### src/rtl/token_lc_pkg.sv
package token_lc_pkg;
  localparam int CODE_W = 4;

  typedef enum logic [1:0] {STG_FACTORY = 2'd0, STG_SETUP = 2'd1, STG_OPER = 2'd2} stage_e;
  typedef enum logic [1:0] {ROLE_NONE = 2'd0, ROLE_OFFICER = 2'd1, ROLE_USER = 2'd2} role_e;

  localparam logic [CODE_W-1:0] C_HANDOVER  = 4'd0;
  localparam logic [CODE_W-1:0] C_LOGIN_OFF = 4'd1;
  localparam logic [CODE_W-1:0] C_LOGIN_USR = 4'd2;
  localparam logic [CODE_W-1:0] C_LOGOUT    = 4'd3;
  localparam logic [CODE_W-1:0] C_INIT_DEV  = 4'd4;
  localparam logic [CODE_W-1:0] C_LOAD_KEYS = 4'd5;
  localparam logic [CODE_W-1:0] C_SET_PIN   = 4'd6;
  localparam logic [CODE_W-1:0] C_MAINT     = 4'd7;
  localparam logic [CODE_W-1:0] C_CRYPTO    = 4'd8;

  function automatic logic is_setup_cmd(input logic [CODE_W-1:0] c);
    return (c == C_INIT_DEV) || (c == C_LOAD_KEYS) || (c == C_SET_PIN);
  endfunction

  // Grant decision for a command, ignoring wipe.
  function automatic logic permit(input stage_e s, input role_e r,
                                  input logic [CODE_W-1:0] c, input logic pin);
    logic g;
    g = 1'b0;
    case (c)
      C_HANDOVER:  g = (s == STG_FACTORY);
      C_LOGIN_OFF: g = pin && (s == STG_SETUP || s == STG_OPER);
      C_LOGIN_USR: g = pin && (s == STG_OPER);
      C_LOGOUT:    g = (r != ROLE_NONE);
      C_INIT_DEV, C_LOAD_KEYS, C_SET_PIN:
                   g = (s == STG_SETUP) && (r == ROLE_OFFICER);
      C_MAINT:     g = (s == STG_OPER) && (r == ROLE_OFFICER);
      C_CRYPTO:    g = (s == STG_OPER) && (r == ROLE_USER);
      default:     g = 1'b0;
    endcase
    return g;
  endfunction
endpackage

### src/rtl/token_lc_policy.sv
module token_lc_policy
  import token_lc_pkg::*;
(
  input  logic              cmd_valid,
  input  logic [CODE_W-1:0] cmd_code,
  input  logic              pin_match,
  input  logic              wipe_req,
  input  stage_e            stage_q,
  input  role_e             role_q,
  output logic              grant,
  output logic              ev_handover,
  output logic              ev_pin_set,
  output logic              ev_login_off,
  output logic              ev_login_usr,
  output logic              ev_role_clear,
  output logic              ev_wipe
);
  logic live;
  assign live          = cmd_valid && !wipe_req;
  assign grant         = live && permit(stage_q, role_q, cmd_code, pin_match);
  assign ev_handover   = grant && (cmd_code == C_HANDOVER);
  assign ev_pin_set    = grant && (cmd_code == C_SET_PIN);
  assign ev_login_off  = grant && (cmd_code == C_LOGIN_OFF);
  assign ev_login_usr  = grant && (cmd_code == C_LOGIN_USR);
  assign ev_role_clear = live && ((cmd_code == C_LOGOUT) ||
                                  (cmd_code == C_LOGIN_OFF) ||
                                  (cmd_code == C_LOGIN_USR) || ev_pin_set);
  assign ev_wipe       = wipe_req && (stage_q != STG_FACTORY);
endmodule

### src/rtl/token_lc_stage.sv
module token_lc_stage
  import token_lc_pkg::*;
(
  input  logic   clk,
  input  logic   rst_n,
  input  logic   ev_handover,
  input  logic   ev_pin_set,
  input  logic   ev_wipe,
  output stage_e stage_q
);
  always_ff @(posedge clk) begin
    if (!rst_n)           stage_q <= STG_FACTORY;
    else if (ev_wipe)     stage_q <= STG_SETUP;
    else if (ev_handover) stage_q <= STG_SETUP;
    else if (ev_pin_set)  stage_q <= STG_OPER;
  end

  AST_NO_RETURN_TO_FACTORY: assert property (@(posedge clk) disable iff (!rst_n)
    stage_q != STG_FACTORY |=> stage_q != STG_FACTORY);
  AST_OPER_LEFT_ONLY_BY_WIPE: assert property (@(posedge clk) disable iff (!rst_n)
    (stage_q == STG_OPER && !ev_wipe) |=> stage_q == STG_OPER);
  AST_SETUP_ENTERS_OPER_BY_PIN: assert property (@(posedge clk) disable iff (!rst_n)
    (stage_q == STG_SETUP && !ev_pin_set) |=> stage_q != STG_OPER);
endmodule

### src/rtl/token_lc_role.sv
module token_lc_role
  import token_lc_pkg::*;
(
  input  logic  clk,
  input  logic  rst_n,
  input  logic  ev_login_off,
  input  logic  ev_login_usr,
  input  logic  ev_role_clear,
  input  logic  ev_wipe,
  output role_e role_q
);
  always_ff @(posedge clk) begin
    if (!rst_n)            role_q <= ROLE_NONE;
    else if (ev_wipe)      role_q <= ROLE_NONE;
    else if (ev_login_off) role_q <= ROLE_OFFICER;
    else if (ev_login_usr) role_q <= ROLE_USER;
    else if (ev_role_clear) role_q <= ROLE_NONE;
  end

  AST_ROLE_LEGAL: assert property (@(posedge clk) disable iff (!rst_n)
    role_q != 2'd3);
  AST_ROLE_NEEDS_LOGIN: assert property (@(posedge clk) disable iff (!rst_n)
    (role_q == ROLE_NONE && !ev_login_off && !ev_login_usr) |=> role_q == ROLE_NONE);
  AST_WIPE_DROPS_ROLE: assert property (@(posedge clk) disable iff (!rst_n)
    ev_wipe |=> role_q == ROLE_NONE);
endmodule

### src/rtl/token_lifecycle_ctrl.sv
module token_lifecycle_ctrl
  import token_lc_pkg::*;
(
  input  logic       clk,
  input  logic       rst_n,
  input  logic       cmd_valid,
  input  logic [3:0] cmd_code,
  input  logic       pin_match,
  input  logic       wipe_req,
  output logic       rsp_valid,
  output logic       rsp_grant,
  output logic [1:0] stage,
  output logic [1:0] role
);
  stage_e stage_q;
  role_e  role_q;
  logic grant, ev_handover, ev_pin_set, ev_login_off, ev_login_usr, ev_role_clear, ev_wipe;

  token_lc_policy u_policy (
    .cmd_valid(cmd_valid), .cmd_code(cmd_code), .pin_match(pin_match),
    .wipe_req(wipe_req), .stage_q(stage_q), .role_q(role_q), .grant(grant),
    .ev_handover(ev_handover), .ev_pin_set(ev_pin_set),
    .ev_login_off(ev_login_off), .ev_login_usr(ev_login_usr),
    .ev_role_clear(ev_role_clear), .ev_wipe(ev_wipe)
  );

  token_lc_stage u_stage (
    .clk(clk), .rst_n(rst_n), .ev_handover(ev_handover),
    .ev_pin_set(ev_pin_set), .ev_wipe(ev_wipe), .stage_q(stage_q)
  );

  token_lc_role u_role (
    .clk(clk), .rst_n(rst_n), .ev_login_off(ev_login_off),
    .ev_login_usr(ev_login_usr), .ev_role_clear(ev_role_clear),
    .ev_wipe(ev_wipe), .role_q(role_q)
  );

  always_ff @(posedge clk) begin
    if (!rst_n) begin
      rsp_valid <= 1'b0;
      rsp_grant <= 1'b0;
    end else begin
      rsp_valid <= cmd_valid;
      rsp_grant <= grant;
    end
  end

  assign stage = stage_q;
  assign role  = role_q;

  AST_RSP_FOLLOWS_CMD: assert property (@(posedge clk) disable iff (!rst_n)
    cmd_valid |=> rsp_valid);
  AST_NO_SPURIOUS_RSP: assert property (@(posedge clk) disable iff (!rst_n)
    !cmd_valid |=> !rsp_valid && !rsp_grant);
  AST_OPER_REFUSES_SETUP: assert property (@(posedge clk) disable iff (!rst_n)
    (cmd_valid && stage_q == STG_OPER && is_setup_cmd(cmd_code)) |=> !rsp_grant);
  AST_PIN_SET_LOGOUT: assert property (@(posedge clk) disable iff (!rst_n)
    ev_pin_set |=> (role_q == ROLE_NONE && stage_q == STG_OPER));
  AST_WIPE_DENIES: assert property (@(posedge clk) disable iff (!rst_n)
    (cmd_valid && wipe_req) |=> !rsp_grant);
  AST_CRYPTO_USER_ONLY: assert property (@(posedge clk) disable iff (!rst_n)
    (cmd_valid && cmd_code == C_CRYPTO && role_q != ROLE_USER) |=> !rsp_grant);
  AST_MAINT_OFFICER_ONLY: assert property (@(posedge clk) disable iff (!rst_n)
    (cmd_valid && cmd_code == C_MAINT && role_q != ROLE_OFFICER) |=> !rsp_grant);
endmodule

### config.mk
export PLATFORM = sky130hd
export DESIGN_NAME = token_lifecycle_ctrl
export DESIGN_NICKNAME = d
export VERILOG_FILES = /design/src/rtl/token_lc_pkg.sv /design/src/rtl/token_lc_policy.sv /design/src/rtl/token_lc_stage.sv /design/src/rtl/token_lc_role.sv /design/src/rtl/token_lifecycle_ctrl.sv
export SDC_FILE = /design/constraint.sdc
export NUM_CORES = 1
export LEC_CHECK = 0
export ABC_AREA = 1
export CAP_MARGIN = 30
export CORE_AREA = 2 2 39 41
export DETAILED_ROUTE_END_ITERATION = 7
export DIE_AREA = 0 0 41 43
export GPL_ROUTABILITY_DRIVEN = 0
export PLACE_DENSITY_LB_ADDON = 0.2
export SLEW_MARGIN = 40
export SYNTH_ARGS = -nofsm -noshare
export SYNTH_HDL_FRONTEND = slang
export SYNTH_HIERARCHICAL = 1
export SYNTH_SLANG_ARGS = --single-unit
### constraint.sdc
create_clock -name clk -period 4.11 [get_ports clk]
set_clock_uncertainty 0.1 [all_clocks]
set_input_delay 0.6165 -clock clk [delete_from_list [all_inputs] [get_ports clk]]
set_output_delay 0.6165 -clock clk [all_outputs]
set_load 0.05 [all_outputs]
# Yosys cells after proc, flatten, opt, wreduce, memory -nomap -nowiden

Cells that the tools add are included.

Add/subtract/negate cells: 0
$mul: 0
Div/mod/pow operators: 0
$lt $le $gt $ge: 0
Equal/unequal tests: 12
Shift-type cells: 0
Multiplexer cells: 7
Bitwise operators: 1
Reductions and logical operators: 29

Operators by type and width:

| kind               | number |
|---|---|
| $eq 4x3->1 const B | 4 |
| $logic_and 1x1->1  | 13 |
| $reduce_or 3->1    | 3 |
| $eq 4x2->1 const B | 2 |
| $pmux 1 s7         | 1 |
| $reduce_bool 2->1  | 3 |
| $reduce_bool 3->1  | 2 |
| $eq 2x1->1 const B | 2 |
| $eq 2x2->1 const B | 2 |
| $eq 4x1->1 const B | 1 |
| $eq 4x4->1 const B | 1 |
| $logic_not 4->1    | 1 |
| $logic_or 1x1->1   | 4 |
| $mux 1             | 4 |
| $mux 2             | 2 |
| $logic_not 2->1    | 1 |
| $reduce_or 2->1    | 1 |
| $logic_not 1->1    | 1 |
| $not 1->1          | 1 |

Register bits after elaboration: 6
Bits in latches: 0
Memory bits (writable): 0
Bits in read-only memories: 0
Input bits: 9
Output and inout port bits: 6
Word-level logic and storage cells: 55
Memories kept: 0

# Logic depth before layout (Yosys ltp)

Gate-level depths: netlist of run 1.

Depth after elaboration: 11
Depth in mapped cells: 13
Mapped depth without buffers: 13

# Hierarchy

The synthesis of run 1 kept the hierarchy.

Modules (own cells, without submodules):

| module               | instances | cells each | area each (um2) | sequential area each (um2) |
|---|---|---|---|---|
| token_lc_policy      | 1         | 53         | 280.3           | 0.0 |
| token_lc_role        | 1         | 12         | 91.3            | 40.0 |
| token_lc_stage       | 1         | 10         | 73.8            | 40.0 |
| token_lifecycle_ctrl | 1         | 6          | 55.1            | 40.0 |

# Worst setup path before layout of run 1

Ideal clock, no wire load.

Kind: reg2reg
From: register u_stage.stage_q[0]
To: register u_role.role_q[1]
Library setup time: 115 ps
Data arrival time: 1767 ps
Data required time: 3895 ps
Path slack: 2129 ps
Stages on the path, launching flop included: 12
Path buffers: 0
Clock period less this slack: 1981 ps
Cell sequence: dfxtp_1 inv_1 ha_1 nand2_1 o21ai_1 nor2_1 nand2_2 nand3_2 a21oi_2 inv_2 a21oi_1 nor2_1

Word-level cells in the longest chain between the ends: 9
Elaborated cells on any way between the ends: 21
Classes of those cells: 2 x eq/ne; 2 x mux; 17 x reduce/logical

Ends and longest elaborated chain:

| item                                            | line                       | source |
|---|---|---|
| start, declared                                 | token_lc_stage.sv:9        | `output stage_e stage_q` |
| start signal, assigned                          | token_lc_stage.sv:12       | `if (!rst_n) stage_q <= STG_FACTORY;` |
| start signal, assigned                          | token_lc_stage.sv:13       | `else if (ev_wipe) stage_q <= STG_SETUP;` |
| start signal, assigned                          | token_lc_stage.sv:14       | `else if (ev_handover) stage_q <= STG_SETUP;` |
| $eq 2x1->1 / $eq 2x2->1 (equally long branches) | --                         |  |
| $logic_or 1x1->1                                | token_lc_pkg.sv:28         | `C_LOGIN_OFF: g = pin && (s == STG_SETUP \|\| s == STG_OPER);` |
| $logic_and 1x1->1                               | token_lc_pkg.sv:28         |  |
| $pmux 1 s7 *                                    | token_lc_pkg.sv:26         | `case (c)` |
| $logic_and 1x1->1 *                             | token_lc_policy.sv:20      | `assign grant = live && permit(stage_q, role_q, cmd_code, pin_match);` |
| $logic_and 1x1->1 *                             | token_lc_policy.sv:22      | `assign ev_pin_set = grant && (cmd_code == C_SET_PIN);` |
| $logic_or 1x1->1 *                              | token_lc_policy.sv:27      | `(cmd_code == C_LOGIN_USR) \|\| ev_pin_set);` |
| $logic_and 1x1->1 *                             | token_lc_policy.sv:25      | `assign ev_role_clear = live && ((cmd_code == C_LOGOUT) \|\|` |
| via ev_role_clear                               | token_lifecycle_ctrl.sv:17 | `logic grant, ev_handover, ev_pin_set, ev_login_off, ev_login_usr, ev_role_clear, ev_wipe;` |
| $reduce_bool 2->1 (no source line) *            | --                         |  |
| end signal, assigned                            | token_lc_role.sv:13        | `if (!rst_n) role_q <= ROLE_NONE;` |
| end signal, assigned                            | token_lc_role.sv:14        | `else if (ev_wipe) role_q <= ROLE_NONE;` |
| end signal, assigned                            | token_lc_role.sv:15        | `else if (ev_login_off) role_q <= ROLE_OFFICER;` |
| end, declared                                   | token_lc_role.sv:10        | `output role_e role_q` |

Mark *: on every way through the listed nets, which the timed path passes. The rest lies on a longest branch.
A chain may end at the register's enable or synchronous reset.

# Final worst setup path of run 1

From: input port cmd_code[2]
To: register u_role.role_q[1]

Word-level cells in the longest chain between the ends: 8
Elaborated cells on any way between the ends: 22
Classes of those cells: 8 x eq/ne; 2 x mux; 12 x reduce/logical

Ends and longest elaborated chain:

| item                                 | line                                      | source |
|---|---|---|
| start, declared                      | token_lifecycle_ctrl.sv:7                 | `input logic [3:0] cmd_code,` |
| $eq 4x3->1, on equally long branches | token_lc_pkg.sv:26, token_lc_policy.sv:22 |  |
| $reduce_or 3->1                      | token_lc_pkg.sv:26                        |  |
| $pmux 1 s7                           | token_lc_pkg.sv:26                        |  |
| $logic_and 1x1->1                    | token_lc_policy.sv:20                     |  |
| $logic_and 1x1->1                    | token_lc_policy.sv:22                     |  |
| $logic_or 1x1->1 *                   | token_lc_policy.sv:27                     |  |
| $logic_and 1x1->1 *                  | token_lc_policy.sv:25                     |  |
| via ev_role_clear                    | token_lifecycle_ctrl.sv:17                |  |
| $reduce_bool 2->1 (no source line) * | --                                        |  |

Marked as above.

==> results of run 1 <==
[worst max path at each step]
| stage | depth (start not counted) | to | start | slack, ns |
|---|---|---|---|---|
| 2_1_floorplan | 11 | u_role/role_q[1] | u_stage/stage_q[0] | 2.13 |
| 3_3_place_gp | 11 | u_role/role_q[1] | cmd_code[2] | 1.67 |
| 3_5_place_dp | 11 | u_role/role_q[1] | cmd_code[2] | 1.64 |
| 4_1_cts | 11 | u_role/role_q[1] | cmd_code[2] | 1.90 |
| 5_1_grt | 11 | u_role/role_q[1] | cmd_code[2] | 1.78 |
| 6_report | 11 | u_role/role_q[1] | cmd_code[2] | 1.89 |
[worst max-delay path, cell delays in order]
cell,delay (ns)
clkdlybuf4s50_1,0.46
nor2_2,0.25
nand3_1,0.15
o21ai_1,0.14
nor2_1,0.06
nand2_2,0.10
nand3_2,0.09
a21oi_2,0.14
inv_2,0.05
a21oi_1,0.13
nor2_1,0.05
[layer usage]
| metal | vias up | part of all wire | GRT usage |
|---|---|---|---|
| li1 | 281 | - | - |
| met1 | 215 | 0.47 | 0.148 |
| met2 | 9 | 0.47 | 0.206 |
| met3 | 2 | 0.047 | 0.0209 |
| met4 | 0 | 0.0080 | 0.120 |
| met5 | - | 0 | 0 |
[synth_stat cells, types with 2 or more instances]
master and n:
dfxtp_1 6, nand3_2 2, nand3_1 7, clkinv_1 2
inv_1 18, a21oi_2 2, nand2_1 15, a21oi_1 2
nor2_1 11, nand2_2 2, nor2_2 3, ha_1 3
nand4_1 2, inv_2 2
[flip-flops by register name, indices dropped and copies added, names as in the netlist]
| register | cells |
|---|---|
| u_role/role_q | 2 |
| rsp_grant | 1 |
| rsp_valid | 1 |
| u_stage/stage_q | 2 |
[cells by family (layout without fill, tap and decap cells)]
kind of cell	count (synthesis)	in the layout	share of synthesized area
AO/OA/AOI/OAI	6	6	0.0800
adder cells (fa/ha/maj)	3	3	0.0750
buffers and inverters	22	39	0.165
flip-flops	6	6	0.240
AND/OR/NAND/NOR	44	44	0.440
[power breakdown]
group	total [W]	internal (W)	switching (W)
combinational	0.0000266	0.0000121	0.0000146
sequential	0.0000593	0.0000591	0.000000199
clock	0.0000517	0.0000329	0.0000188
total	0.000138	0.000104	0.0000336
[per-stage QoR]
stage | hold WS [ns] | total power [W]
after global placement | 0.389 | 0.0000870
after floorplan | 0.599 | 0.0000741
after global routing | 0.426 | 0.000147
after detailed placement | 0.394 | 0.0000872
after CTS | 0.401 | 0.000143
final | 0.395 | 0.000138
[cell type report]
cell class | instances | area (um2) | share of cell area
multi-input cells | 53 | 298 | 0.436
inverters | 22 | 82.6 | 0.121
repair buffers | 14 | 140 | 0.205
well taps | 16 | 20.0 | 0.0293
flip-flops and latches | 6 | 120 | 0.176
clock buffers | 3 | 22.5 | 0.0330
==> results.md, run 1 <==
* Status: finished clean
* Die area at 1760 um2
* Total Routing Usage GR at 0.135
* CTS Hold Bufs at 0
* Slew at the pin closest to its max-slew limit at approximately 0.5 ns
* Most frequent cells in the layout: 18 x inv_1, 15 x nand2_1, 14 x clkdlybuf4s50_1
* Initial detailed-routing violation count at 4
* Worst hold stages at 2
* R2r setup slk at between 2 and 2.5 ns
* H-tree levels at 1
* Drt first pass iters at 3
* Ports at 15
* Post-place setup slack at around 1.6 ns
* HPWL Detailed at 863 um
* Final setup violation count at 0
* Worst EP arrival at between 2 and 2.5 ns
* Slew headroom at 0.664
* EDFF count, synth at 0
* Hold Startpoint: u_stage/stage_q[0]
* Layout cells sized above 1 at 0.163
* FFs w/ async S/R, synth at 0
* Main synth FF type: dfxtp_1
* Routed vias at between 500 and 600
* Post-Route WL at roughly 1.0 mm
* Commonest non-fill, non-tap cell in the layout: inv_1
* Die Span X at about 41 um
* Clk root buf: clkbuf_4
* Core Footprint at approximately 1400 um2
* DRC at 0
* Setup CP Type: in -> reg
* Final Critical Period at 2.22 ns
* Clock Tree Buf Depth at 2
* DR WL/cell at 8.82 um
* Fin cells at around 110
* Postcts setup bufs at 0
* Area grow syn2layout at 36.5%
* Fmax at around 450 MHz
* Reg clk slew, reported paths at approximately 0.04 ns
* Top post-synthesis cells by area: dfxtp_1 24%, inv_1 14%, nand2_1 11%
* Clk_lat worst skew at between 0.2 and 0.25 ns
* Fin Setup TNS at 0 ns
* Crit share post-route at 0.539
* Initial antenna violation count at 0
* WHS Endpoint: u_stage/stage_q[0]
* Placed Instance Area at around 660 um2
* Core Util, Final at 0.494
* Fin worst setup slack at about 1.9 ns
* CP Capture Type: flip-flop
* Worst R2R Path Depth at 11
* Syn Area/Cell at around 6.2 um2
* Synth top area share at 0.240
* Vias in the first global route at between 400 and 500
* Synthesized cell area at between 500 and 600 um2
* Cts repair resizes at 0
* Synth Instances at slightly above 80
* Row cnt at 14
* Die Span Y at approximately 43 um
* TritonCTS Buffers at 3
* RSZ-0062 raised after global routing: no
* Hold WC Path Type: reg -> reg
* Dpl cells at about 110
* Synth area leader: dfxtp_1
* Max Cap Viol at 0
* Starting Density at 0.362
* Number of failing hold endpoints at the final stage at 0
* Yosys reg bits at 6
* PortBufs at 14
* Fin area at 683 um2
* Sequential-to-total area share from yosys stat at 0.240
* Clock sinks at 6
* Total congestion overflow at 0
* Largest net degree at the start of global routing at 7
* VDD IR-drop max at 161 uV
* Pins Over Slew Limit at 0
* Mapped Nets at 93
* PwrDens at ~200 nW/um2
* N_diodes at 0
* Routed Antenna Nets at 0
* First-pass GRT wire length at ~1.6 mm
* Worst EP required at between 4 and 5 ns
* Leakage at ~0.33 nW
* Reg2reg start: u_stage/stage_q[0]
* Synth warnings at 6
* Vias per cell at about 4.4
* R2R Path End: u_role/role_q[1]
* Fill cells at ~150
* Final nets at between 100 and 150
* Crit path max fanout at 6
* Unique cell type count in the Yosys netlist at 18
* CTS tree: done
* Startpoint Class: primary input
Note: power is estimated with default switching activity, not from simulation.
==> run 2, diff against run 1 <==
==> constraint.sdc (replaced) <==
create_clock -name clk -period 1.8 [get_ports clk]
set_clock_uncertainty 0.1 [all_clocks]
set_input_delay 0.27 -clock clk [delete_from_list [all_inputs] [get_ports clk]]
set_output_delay 0.27 -clock clk [all_outputs]
set_load 0.05 [all_outputs]
==> results.md, run 2 (synthesis results as in run 1) <==
* Top Registers: u_role/role_q: 2 flops, u_stage/stage_q: 2 flops
* Clk root buf: clkbuf_4
* Slew at the pin closest to its max-slew limit at 0.224 ns (-0.279 ns)
* Final Critical Period at between 1.5 and 2 ns
* Startpoint Class: flip-flop
* Core Util, Final at 0.543 (+0.0497)
* Fin worst setup slack at 0.140 ns (-1.75 ns)
* GR Util met2 at 0.250 (+0.0438)
* Final nets at 119 (+6.3%)
* Starting Density at 0.362 (unchanged)
* Post-Route WL at 1.13 mm (+13%)
* Total Routing Usage GR at 0.157 (+0.0224)
* Hold Startpoint: u_stage/stage_q[0]
* Crit path max fanout at 4 (-2)
* Core Footprint at 1380 um2 (unchanged)
* Vias in the first global route at 507 (+18%)
* Crit path from: u_stage/stage_q[0]
* VDD IR-drop max at 342 uV (+110%)
* Vias per cell at 4.43 (-0.40%)
* Worst EP required at 1.83 ns (-2.31 ns)
* PortBufs at 14 (unchanged)
* Setup CP Type: reg -> reg
* Clock Tree Buf Depth at 2 (unchanged)
* CP Capture Type: flip-flop
* Initial detailed-routing violation count at 4 (unchanged)
* Fmax at 603 MHz
* Routed vias at 536 (+5.7%)
* GR Util met3 at 0.0209 (unchanged)
* Area grow syn2layout at 50.2%
* Hold WC Path Type: reg -> reg
* First-pass GRT wire length at 1.93 mm (+22%)
* HPWL Detailed at 940 um (+9.0%)
* Worst EP arrival at 1.69 ns (-0.56 ns)
* Largest net degree at the start of global routing at 7 (unchanged)
* Row cnt at 14 (unchanged)
* Reg area at 124 um2 (+3.1%)
* Final Hold Slack at 0.378 ns (-0.0177 ns)
* Fin cells at 121 (+6.1%)
* Die Span X at 41 um (unchanged)
* Clk_lat worst skew at 0.24 ns (about the same)
* Final setup violation count at 0 (unchanged)
* Postcts setup bufs at 0 (unchanged)
* Reg2reg start: u_stage/stage_q[0]
* Fill cells at 144 (-0.69%)
* Most frequent cells in the layout: 18 x inv_1, 14 x nand2_1, 13 x buf_4
* N_diodes at 0 (unchanged)
* Commonest non-fill, non-tap cell in the layout: inv_1
* DRC at 0 (unchanged)
* PwrDens at 437 nW/um2 (+120%)
* Die Span Y at 43 um (unchanged)
* TritonCTS Buffers at 3 (unchanged)
* CTS Hold Bufs at 0 (unchanged)
* RSZ-0062 raised after global routing: no
* Dpl cells at 118 (+6.3%)
* Layout cells sized above 1 at 0.352 (+0.189)
* Status: finished clean
* Slew headroom at 0.851 (+0.187)
* Initial antenna violation count at 0 (unchanged)
* Max Cap Viol at 0 (unchanged)
* Drt first pass iters at 2 (-1)
* Fin area at 752 um2 (+10%)
* CTS tree: done
* Die area at 1760 um2 (unchanged)
* Routed Antenna Nets at 0 (unchanged)
* Number of failing hold endpoints at the final stage at 0 (unchanged)
* DR WL/cell at 9.36 um (+6.1%)
* Ports at 15 (unchanged)
* Reg clk slew, reported paths at 0.04 ns (about the same)
* Multi-input combinational cell area at 319 um2 (+7.1%)
* Pins Over Slew Limit at 0 (unchanged)
* GR peak layer: met2
* Leakage at 0.407 nW (+24%)
* Total congestion overflow at 0 (unchanged)
* Post-place setup slack at -0.252 ns (-1.89 ns)
* Placed Instance Area at 702 um2 (+6.2%)
* Met1 usage at 0.195 (+0.0464)
* Crit share post-route at 0.922
* H-tree levels at 1 (unchanged)
* Clock sinks at 6 (unchanged)
run 2: final timing paths:
path | to | slack (ns) | cells past startpoint
worst max register to register | u_role/role_q[1] | 0.14 | 11
worst max-delay path | u_role/role_q[1] | 0.14 | 11
worst min-delay path | u_stage/stage_q[0] | 0.38 | 2
worst min register to register | u_stage/stage_q[0] | 0.38 | 2
run 2: power by group:
part	internal [W]	switching, W	leakage, nW
Clock	0.0000752	0.0000456	0.0138
Combinational	0.0000337	0.0000386	0.343
Sequential	0.000135	0.000000622	0.0502
Total	0.000244	0.0000849	0.407
run 2: through the flow:
stage / power, W / TNS [ns]
final: 0.000329 / 0
after global routing: 0.000351 / 0
after CTS: 0.000335 / 0
after detailed placement: 0.000207 / -0.996
after global placement: 0.000206 / -1.04
after floorplan: 0.000169 / 0
run 2: timing repair:
item,4_1_cts,5_1_grt
endpoints found under the setup margin,1,4
resized for setup,3,8
pin swaps,0,2
run 2: cell type report:
class	instances	area share
tap	16	0.0266
sequential	6	0.165
multi-input combinational	53	0.424
clock buffer	3	0.0300
inverter	22	0.110
timing repair buffer	21	0.245
run 2: routing by layer:
| metal | vias up | routed length [um] |
|---|---|---|
| li1 | 294 | - |
| met1 | 234 | 494 |
| met2 | 8 | 595 |
| met3 | 0 | 42 |
| met4 | 0 | 0 |
| met5 | - | 0 |
run 2: critical path: stages (launching register included):
cell and delay, ns:
dfxtp_2 0.35, inv_1 0.06, ha_1 0.27, nand2_1 0.05, o21ai_1 0.13, nor2_1 0.07
nand2_2 0.10, nand3_2 0.08, a21oi_2 0.14, inv_2 0.05, a21oi_2 0.11, nor2_1 0.04
